### src/rtl/tagdir_pkg.sv
package tagdir_pkg;

  // Strobes from control to datapath for one request cycle
  typedef struct packed {
    logic access;
    logic hit;
    logic fill;
  } tagdir_strobe_t;

  function automatic bit isPow2(input int unsigned v);
    return (v != 0) && ((v & (v - 1)) == 0);
  endfunction

endpackage

### src/rtl/tagdir_satcnt.sv
module tagdir_satcnt #(
  parameter int W = 32
) (
  input  logic         clk,
  input  logic         rst,
  input  logic         inc,
  output logic [W-1:0] count
);

  always_ff @(posedge clk) begin
    if (rst)                      count <= '0;
    else if (inc && count != '1)  count <= count + 1'b1;
  end

  AST_CNT_STAYS_SAT: assert property (@(posedge clk) disable iff (rst)
    (count == '1) |=> (count == '1));
  AST_CNT_IDLE_HOLD: assert property (@(posedge clk) disable iff (rst)
    !inc |=> $stable(count));

endmodule

### src/rtl/tagdir_dp.sv
module tagdir_dp
  import tagdir_pkg::*;
#(
  parameter int ADDR_W = 64,
  parameter int SETS   = 2,
  parameter int WAYS   = 4,
  parameter int OFF_W  = 7,
  parameter int IDX_W  = 1,
  parameter int TAG_W  = ADDR_W - OFF_W - IDX_W
) (
  input  logic              clk,
  input  logic              rst,
  input  logic [ADDR_W-1:0] reqAddr,
  input  tagdir_strobe_t    strobe,
  input  logic [WAYS-1:0]   victimOh,
  output logic [IDX_W-1:0]  setIdx,
  output logic [WAYS-1:0]   wayValid,
  output logic [WAYS-1:0]   wayMatch
);

  logic [WAYS-1:0]  validArr [SETS];
  logic [TAG_W-1:0] tagArr   [SETS][WAYS];
  logic [TAG_W-1:0] addrTag;

  assign setIdx  = reqAddr[OFF_W+IDX_W-1:OFF_W];
  assign addrTag = reqAddr[ADDR_W-1:OFF_W+IDX_W];

  // one comparator per way
  generate
    for (genvar w = 0; w < WAYS; w++) begin : gCmp
      assign wayValid[w] = validArr[setIdx][w];
      assign wayMatch[w] = validArr[setIdx][w] && (tagArr[setIdx][w] == addrTag);
    end
  endgenerate

  always_ff @(posedge clk) begin
    if (rst) begin
      for (int s = 0; s < SETS; s++) validArr[s] <= '0;
    end else if (strobe.fill) begin
      for (int w = 0; w < WAYS; w++) begin
        if (victimOh[w]) begin
          validArr[setIdx][w] <= 1'b1;
          tagArr[setIdx][w]   <= addrTag;
        end
      end
    end
  end

  AST_SINGLE_MATCH: assert property (@(posedge clk) disable iff (rst)
    $onehot0(wayMatch));

endmodule

### src/rtl/tagdir_ctl.sv
module tagdir_ctl
  import tagdir_pkg::*;
#(
  parameter int WAYS  = 4,
  parameter int IDX_W = 1,
  parameter int WAY_W = 2
) (
  input  logic             clk,
  input  logic             rst,
  input  logic             reqValid,
  input  logic [WAYS-1:0]  wayMatch,
  input  logic [WAYS-1:0]  wayValid,
  input  logic [IDX_W-1:0] setIdx,
  input  logic [WAY_W-1:0] repWay,
  output tagdir_strobe_t   strobe,
  output logic [WAYS-1:0]  victimOh,
  output logic             respValid,
  output logic             respHit,
  output logic [WAYS-1:0]  respWayOh,
  output logic [IDX_W-1:0] touchSet,
  output logic [WAY_W-1:0] touchWay
);

  logic [WAYS-1:0]  freeOh, repOh, selOh;
  logic [WAY_W-1:0] selBin;
  logic             anyHit, anyFree;

  assign anyHit  = |wayMatch;
  assign anyFree = ~&wayValid;

  // lowest-numbered invalid way wins
  always_comb begin
    freeOh = '0;
    for (int w = WAYS - 1; w >= 0; w--) begin
      if (!wayValid[w]) freeOh = {{(WAYS-1){1'b0}}, 1'b1} << w;
    end
  end

  // decoded replacement choice
  generate
    for (genvar w = 0; w < WAYS; w++) begin : gRep
      assign repOh[w] = (WAYS == 1) || (repWay == WAY_W'(w));
    end
  endgenerate

  assign victimOh = anyFree ? freeOh : repOh;
  assign selOh    = anyHit ? wayMatch : victimOh;

  always_comb begin
    selBin = '0;
    for (int w = 0; w < WAYS; w++) begin
      if (selOh[w]) selBin = selBin | WAY_W'(w);
    end
  end

  assign strobe.access = reqValid;
  assign strobe.hit    = reqValid && anyHit;
  assign strobe.fill   = reqValid && !anyHit;

  always_ff @(posedge clk) begin
    if (rst) begin
      respValid <= 1'b0;
      respHit   <= 1'b0;
      respWayOh <= '0;
      touchSet  <= '0;
      touchWay  <= '0;
    end else begin
      respValid <= strobe.access;
      if (strobe.access) begin
        respHit   <= strobe.hit;
        respWayOh <= selOh;
        touchSet  <= setIdx;
        touchWay  <= selBin;
      end
    end
  end

  AST_WAY_ONEHOT: assert property (@(posedge clk) disable iff (rst)
    respValid |-> ($countones(respWayOh) == 1));
  AST_FREE_WAY_FIRST: assert property (@(posedge clk) disable iff (rst)
    (strobe.fill && !(&wayValid)) |-> ((victimOh & wayValid) == '0));
  AST_IDLE_QUIET: assert property (@(posedge clk) disable iff (rst)
    !reqValid |=> !respValid);

endmodule

### src/rtl/icache_tag_dir.sv
module icache_tag_dir
  import tagdir_pkg::*;
#(
  parameter int ADDR_W      = 64,
  parameter int CACHE_BYTES = 1024,
  parameter int WAYS        = 4,
  parameter int LINE_BYTES  = 128,
  parameter int CNT_W       = 32,
  localparam int SETS  = CACHE_BYTES / (WAYS * LINE_BYTES),
  localparam int OFF_W = $clog2(LINE_BYTES),
  localparam int IDX_W = (SETS > 1) ? $clog2(SETS) : 1,
  localparam int WAY_W = (WAYS > 1) ? $clog2(WAYS) : 1,
  localparam int TAG_W = ADDR_W - OFF_W - IDX_W
) (
  input  logic              clk,
  input  logic              rst,
  input  logic              reqValid,
  input  logic [ADDR_W-1:0] reqAddr,
  output logic [IDX_W-1:0]  lookupSet,
  input  logic [WAY_W-1:0]  repWay,
  output logic              respValid,
  output logic              respHit,
  output logic [WAYS-1:0]   respWayOh,
  output logic              touchValid,
  output logic [IDX_W-1:0]  touchSet,
  output logic [WAY_W-1:0]  touchWay,
  output logic [CNT_W-1:0]  hitCount,
  output logic [CNT_W-1:0]  accessCount
);

  generate
    if (!isPow2(CACHE_BYTES) || !isPow2(WAYS) || !isPow2(LINE_BYTES)) begin : gBadPow2
      $error("cache size, way count and line size must be powers of two");
    end
    if (SETS < 2) begin : gBadSets
      $error("configuration must give at least two sets");
    end
  endgenerate

  tagdir_strobe_t  strobe;
  logic [WAYS-1:0] victimOh, wayValid, wayMatch;
  logic [IDX_W-1:0] setIdx;

  tagdir_dp #(
    .ADDR_W(ADDR_W), .SETS(SETS), .WAYS(WAYS),
    .OFF_W(OFF_W), .IDX_W(IDX_W), .TAG_W(TAG_W)
  ) u_dp (
    .clk(clk), .rst(rst), .reqAddr(reqAddr), .strobe(strobe),
    .victimOh(victimOh), .setIdx(setIdx), .wayValid(wayValid), .wayMatch(wayMatch)
  );

  tagdir_ctl #(
    .WAYS(WAYS), .IDX_W(IDX_W), .WAY_W(WAY_W)
  ) u_ctl (
    .clk(clk), .rst(rst), .reqValid(reqValid), .wayMatch(wayMatch),
    .wayValid(wayValid), .setIdx(setIdx), .repWay(repWay), .strobe(strobe),
    .victimOh(victimOh), .respValid(respValid), .respHit(respHit),
    .respWayOh(respWayOh), .touchSet(touchSet), .touchWay(touchWay)
  );

  tagdir_satcnt #(.W(CNT_W)) u_accCnt (
    .clk(clk), .rst(rst), .inc(strobe.access), .count(accessCount)
  );

  tagdir_satcnt #(.W(CNT_W)) u_hitCnt (
    .clk(clk), .rst(rst), .inc(strobe.hit), .count(hitCount)
  );

  assign lookupSet  = setIdx;
  assign touchValid = respValid;

  AST_REQ_TOUCHES: assert property (@(posedge clk) disable iff (rst)
    reqValid |=> (respValid && touchValid));
  AST_HIT_LE_ACCESS: assert property (@(posedge clk) disable iff (rst)
    hitCount <= accessCount);

endmodule

### config.mk
export PLATFORM = sky130hd
export DESIGN_NAME = icache_tag_dir
export DESIGN_NICKNAME = d
export VERILOG_FILES = /design/src/rtl/tagdir_pkg.sv /design/src/rtl/tagdir_satcnt.sv /design/src/rtl/tagdir_dp.sv /design/src/rtl/tagdir_ctl.sv /design/src/rtl/icache_tag_dir.sv
export SDC_FILE = /design/constraint.sdc
export NUM_CORES = 1
export LEC_CHECK = 0
export ABC_AREA = 1
export BUFFER_PORTS_ARGS = -buffer_cell sky130_fd_sc_hd__buf_2
export CAP_MARGIN = 20
export CORE_ASPECT_RATIO = 1.5
export CORE_MARGIN = 2
export CORE_UTILIZATION = 56
export CTS_CLUSTER_SIZE = 20
export DETAILED_ROUTE_END_ITERATION = 12
export PLACE_DENSITY = 0.79
export SLEW_MARGIN = 5
export SYNTH_ARGS = -nofsm -noshare
export SYNTH_HDL_FRONTEND = slang
export SYNTH_SLANG_ARGS = --single-unit
export TNS_END_PERCENT = 10
### constraint.sdc
create_clock -name clk -period 5.1 [get_ports clk]
set_input_delay 0.51 -clock clk [delete_from_list [all_inputs] [get_ports clk]]
set_output_delay 0.51 -clock clk [all_outputs]
set_load 0.005 [all_outputs]
# == Word level (Yosys, flattened, before mapping) ==
# Memory sizes are Yosys's and may differ from the RTL's.
# Cells that the tools add are included.
# classes
mux,30
addsub,2
eq_ne,9
n_reduce_logical,13
# ops
cell,n
56-bit == test,4
32-bit by 1-bit adder with 32-bit output (second input constant),2
32-bit inequality test (second input constant),2
4-bit 2-to-1 mux,8
1-bit 2-to-1 mux,20
1-bit logical AND,8
4-bit OR reduction,2
2-bit == test (second input constant),2
2-bit 2-to-1 mux,2
4-bit AND reduction,1
2-bit by 1-bit == test with 1-bit output (second input constant),1
2-bit zero test,1
1-bit zero test,1
# totals
reg_bits,73
input_bits,69
wordCells,63
output_inout_bits,75
memories,2
mem_bits_rw,456
# memory_table
name,depth,width,read_ports,rd_ports_with_merged_regs,wr,line_no,text
u_dp.tagArr,2,224,1,0,1,tagdir_dp.sv:22,logic [TAG_W-1:0] tagArr [SETS][WAYS];
u_dp.validArr,2,4,1,0,2,tagdir_dp.sv:21,logic [WAYS-1:0] validArr [SETS];

# == Depth between registers and ports, before layout ==
# An unclocked memory read counts as a cell.
# logic_depth
depth_word,12
depth_mapped,22
mapped_depth_nobuf,19

# == Hierarchy ==
# A second synthesis with hierarchy kept.
# hier_totals
hier_cells,2901
hier_area_um2,25310.5
# modules_own_cells
mod,area_per_inst_um2,seq_area_each_um2,instances,cells_each
tagdir_dp,20697.4,13613.1,1,2177
tagdir_satcnt,2062.0,640.6,2,324
tagdir_ctl,481.7,180.2,1,75
icache_tag_dir,7.5,0.0,1,1

# == Worst setup path after synthesis ==
# Ideal clock, no wire load.
# synth_path
path_kind,input-to-reg
start,input reqAddr[7]
end,memory u_dp.tagArr[0][0] (netlist name) (enable)
required_ns,4.630
setup_time_ns,0.470
stages,15
path_buffers,3
arrival_time_ns,4.398
path_slack_ns,0.232
path_cell_list,buf_4 -> inv_4 -> buf_4 -> buf_2 -> nand2_1 -> nand2_1 -> xor2_1 -> nor2_1 -> nand3_1 -> nor2_1 -> nand2_1 -> nand2_1 -> nor2_4 -> nand3_1 -> nor2_1
# synth_via
elab_chain_cells,10
word_cells_on_any_way,23
cone_classes,4 x eq/ne; 9 x mux; 8 x reduce/logical; 2 x memory
# synth_lines
element,line_no,text
"start, declared",icache_tag_dir.sv:18,"input logic [ADDR_W-1:0] reqAddr,"
branches (longest 10 deep; another with memory read 2 x 224 bit),-,
"end, declared",tagdir_dp.sv:22,
# Several ways; the timed one is not identified.

# == Worst setup path after layout ==
# layout_path
start,input reqAddr[7]
end,memory u_dp.tagArr[1][204] (netlist name) (enable)
# layout_via
elab_chain_cells,9
word_cells_on_any_way,22
cone_classes,4 x eq/ne; 8 x mux; 8 x reduce/logical; 2 x memory
# layout_lines
element,line_no,text
memory read 2 x 224 bit / memory read 2 x 4 bit (equally long branches),-,
56-bit == test / 4-bit 2-to-1 mux (equally long branches),"tagdir_dp.sv:32, tagdir_ctl.sv:35",
1-bit logical AND / 4-bit 2-to-1 mux (equally long branches),"tagdir_dp.sv:32, tagdir_ctl.sv:35",
4-bit OR reduction / 4-bit 2-to-1 mux (equally long branches),"tagdir_ctl.sv:28, tagdir_ctl.sv:35",
1-bit zero test / 4-bit 2-to-1 mux (equally long branches),"tagdir_ctl.sv:58, tagdir_ctl.sv:46",
1-bit logical AND / 1-bit 2-to-1 mux (equally long branches),"tagdir_ctl.sv:58, tagdir_dp.sv:41",
1-bit 2-to-1 mux,tagdir_dp.sv:39,end else if (strobe.fill) begin
1-bit 2-to-1 mux,tagdir_dp.sv:37,if (rst) begin
1-bit 2-to-1 mux (not written as such),tagdir_dp.sv:43,tagArr[setIdx][w] <= addrTag;
# Several ways; a longest one is shown, not always the timed one.

==> flow_metrics.py <==
metrics = {
    "synthesis": {
        "async_reset_ff_share_pct": 0,
        "synth_top_cell_by_area": "edfxtp_1",
        "postSynthCellCount": 3121,
        "ys_seq_area_share_pct": 58.3,
        "synthesis.area_um2": 25900,
        "ys_types": 39,
        "synth_area_leaders": "edfxtp_1 (52%), nand2_1 (21%), dfxtp_1 (6.3%), nand3_1 (5.8%), nor2_1 (4.7%)",
        "synth.most_common_cell": "nand2_1",
        "synth_edf_count": 448,
        "netlist.area_leader.share_pct": 52.0,
        "avgSynthCellArea_um2": 8.28,
        "ys.flop_type": "edfxtp_1",
        "syn_nets": 3192,
        "synth_seq_cells": 529,
        "ys_top_cells_by_count": "nand2_1 (1449), edfxtp_1 (448), nor2_1 (326), nand3_1 (301), inv_1 (205)",
        "yosys_warnings": 0,
    },
    "die": {
        "core_um2": 45600,
        "start_util_pct": 56.7,
        "die-area_um2": 47900,
        "row_count": 96,
        "boundaryPins": 144,
        "die_h_um": 267,
        "die_width_um": 179,
    },
    "sta": {
        "worstMarginPinSlew_ns": 0.880,
        "setup_viol": 0,
        "slew_viol_final": 0,
        "rsz0062_at_grt": "false",
        "maxSlewHeadroom_pct": 41.3,
        "layout_min_cycle_time_ns": 3.98,
        "hold_viol": 0,
        "tns_ns": 0,
        "whs_ns": 0.258,
        "fmax_mhz": 251,
        "final.period_utilization_pct": 78.0,
        "fin_skew_ns": 0.0222,
    },
    "final_layout": {
        "fillerInstances": 3799,
        "nets": 3330,
        "layout-drive-gt1-share_pct": 7.88,
        "fin_util_pct": 63.5,
        "area_growth_pct": 12.1,
    },
    "worst_setup_path": {
        "worst-r2r-cell-count": 16,
        "cp-start-kind": "input port",
        "path_class": "in -> reg",
        "crit_fanout": 78,
        "r2r_start": "u_dp.tagArr[1][77]",
        "critPathArrivalTime_ns": 4.23,
        "regToRegSetupSlack_ns": 1.57,
        "worstSetupEndpointType": "flip-flop",
        "rr_endpoint": "u_dp.tagArr[1][204]",
        "cp_data_required_time_ns": 5.35,
    },
    "power": {
        "powerDensity_nw_per_um2": 329,
        "leakagePower_nw": 12.8,
        "peakVddDrop_mv": 0.313,
    },
    "routing": {
        "drtAntennaViolNets": 0,
        "drt_pass1_iterations": 6,
        "wire_per_inst_um": 23.9,
        "drt_iter0_drc": 2279,
        "vias": 22400,
        "drc_errors": 0,
        "routed_wirelength_mm": 93.0,
        "via_per_inst": 5.76,
    },
    "worst_hold_path": {
        "hp-class": "in -> reg",
        "hold-path-cell-count": 1,
        "hp-start": "reqAddr[8]",
        "min_to": "u_dp.tagArr[1][168]",
    },
    "global_route": {
        "grt_max_degree": 127,
        "grt_pass1_vias": 21300,
        "gr-usage-all-layers_pct": 38.3,
        "antenna_found_initial": 3,
        "grt_pass1_wl_mm": 134,
        "grt_overflow_total": 0,
    },
    "job": {
        "drv_cap": 0,
    },
    "clocking": {
        "cts-hold-fix-buffers": 0,
        "cts_sinks": 529,
        "clkTransAtPathRegs_ns": 0.06,
        "clk_path_buf_depth": 3,
        "clock_latency_ns": 0.59,
        "ctsHtreeMaxLevel": 2,
        "numCtsBuffers": 50,
        "cts_setup_buffers": 0,
        "cts_resized": 0,
        "clockRootBuffer": "clkbuf_16",
        "cts_tree": "built",
    },
    "outcome": {
        "status": "complete, no violations",
    },
    "place": {
        "place.gp.congestion": 1.02,
        "dp.final_hpwl_mm": 67.5,
        "io_buffer_count": 136,
    },
}
==> flip-flops by register name, summed over array words and instances, names as in the netlist <==
name / count
u_ctl.touchSet: 1
u_ctl.touchWay: 2
u_ctl.respHit: 1
u_ctl.respWayOh: 4
u_hitCnt.count: 32
u_ctl.respValid: 1
u_dp.validArr: 8
u_dp.tagArr: 448
u_accCnt.count: 32
==> how the worst max path moves through the flow <==
stage                     slack, ns  cells past startpoint                  end        from
after detailed placement       0.62                     20  u_dp.tagArr[1][176]  reqAddr[7]
after global placement         0.66                     20  u_dp.tagArr[1][176]  reqAddr[7]
final                          1.12                     20  u_dp.tagArr[1][204]  reqAddr[7]
after floorplan                0.23                     15    u_dp.tagArr[0][0]  reqAddr[7]
after global routing           0.99                     20  u_dp.tagArr[1][204]  reqAddr[7]
after CTS                      1.22                     20  u_dp.tagArr[1][193]  reqAddr[7]
==> routing by layer <==
metal / global-route usage [%] / up-vias / part of all wire (%)
met4: 30.5 / 0 / 9.2
met5: 0 / - / 0
met1: 43.9 / 10400 / 35
met3: 4.34 / 260 / 6.9
met2: 65.3 / 1149 / 49
li1: - / 10600 / -
==> worst max-delay path, cell delays in order <==
cell and delay, ns:
clkbuf_8 0.14, inv_6 0.50, buf_4 0.37, nand2_1 0.12, nand2_1 0.07, nand2_1 0.25
nand2_1 0.14, nor2_1 0.05, nand2_1 0.08, nor2_1 0.04, nand2_1 0.12, nor2_1 0.10
nand2_1 0.09, nand2_1 0.09, nor2_4 0.25, o21ai_0 0.19, nor2_1 0.17, nand2_1 0.10
inv_2 0.35, buf_4 0.41
==> report_power, final <==
| group | internal, W | switching [W] |
|---|---|---|
| clock network | 0.00222 | 0.00166 |
| logic | 0.000209 | 0.000703 |
| registers | 0.00473 | 0.0000141 |
==> placed cells by master, fill, tap and decap left out, drive strengths merged, types with 4 or more instances in the layout <==
cell type  instances
nand2           1449
edfxtp           448
nor2             329
nand3            301
inv              210
buf              161
dfxtp             81
clkbuf            73
nand4             61
o21ai             52
a21oi             30
nor3              30
nand3b            13
clkinv            12
xor2               7
o211ai             6
nor4               5
bufinv             4
==> cell families after synthesis <==
kind of cell | share of synthesized area [%]
and+or+nand+nor | 34.5
DFF | 58.3
buffers and inverters | 4.62
AOI/OAI and AO/OA | 2.17
xor gates and xnor gates | 0.305
adders and majority gates | 0.0968
==> layout make-up <==
type / count / area (um^2) / area share (%)
Inverter: 208 / 786 / 2.71
Antenna cell: 1 / 2.50 / 0.00863
Timing Repair Buffer: 162 / 1070 / 3.70
Clock buffer: 72 / 1480 / 5.09
Tap cell: 588 / 736 / 2.54
Sequential cell: 529 / 15100 / 52.0
Multi-Input combinational cell: 2308 / 9630 / 33.2
Clock inverter: 19 / 218 / 0.751
==> stage by stage <==
stage	setup WS (ns)	power [W]	cell area [um^2]	cells
final	1.12	0.00955	29000	3887
after global routing	0.987	0.00978	29000	3887
after CTS	1.22	0.00954	29000	3886
after detailed placement	0.618	0.00573	27300	3795
after global placement	0.657	0.00571	27300	3795
after floorplan	0.232	0.00532	25900	3121
No activity file was read; power rests on OpenSTA's default activity.
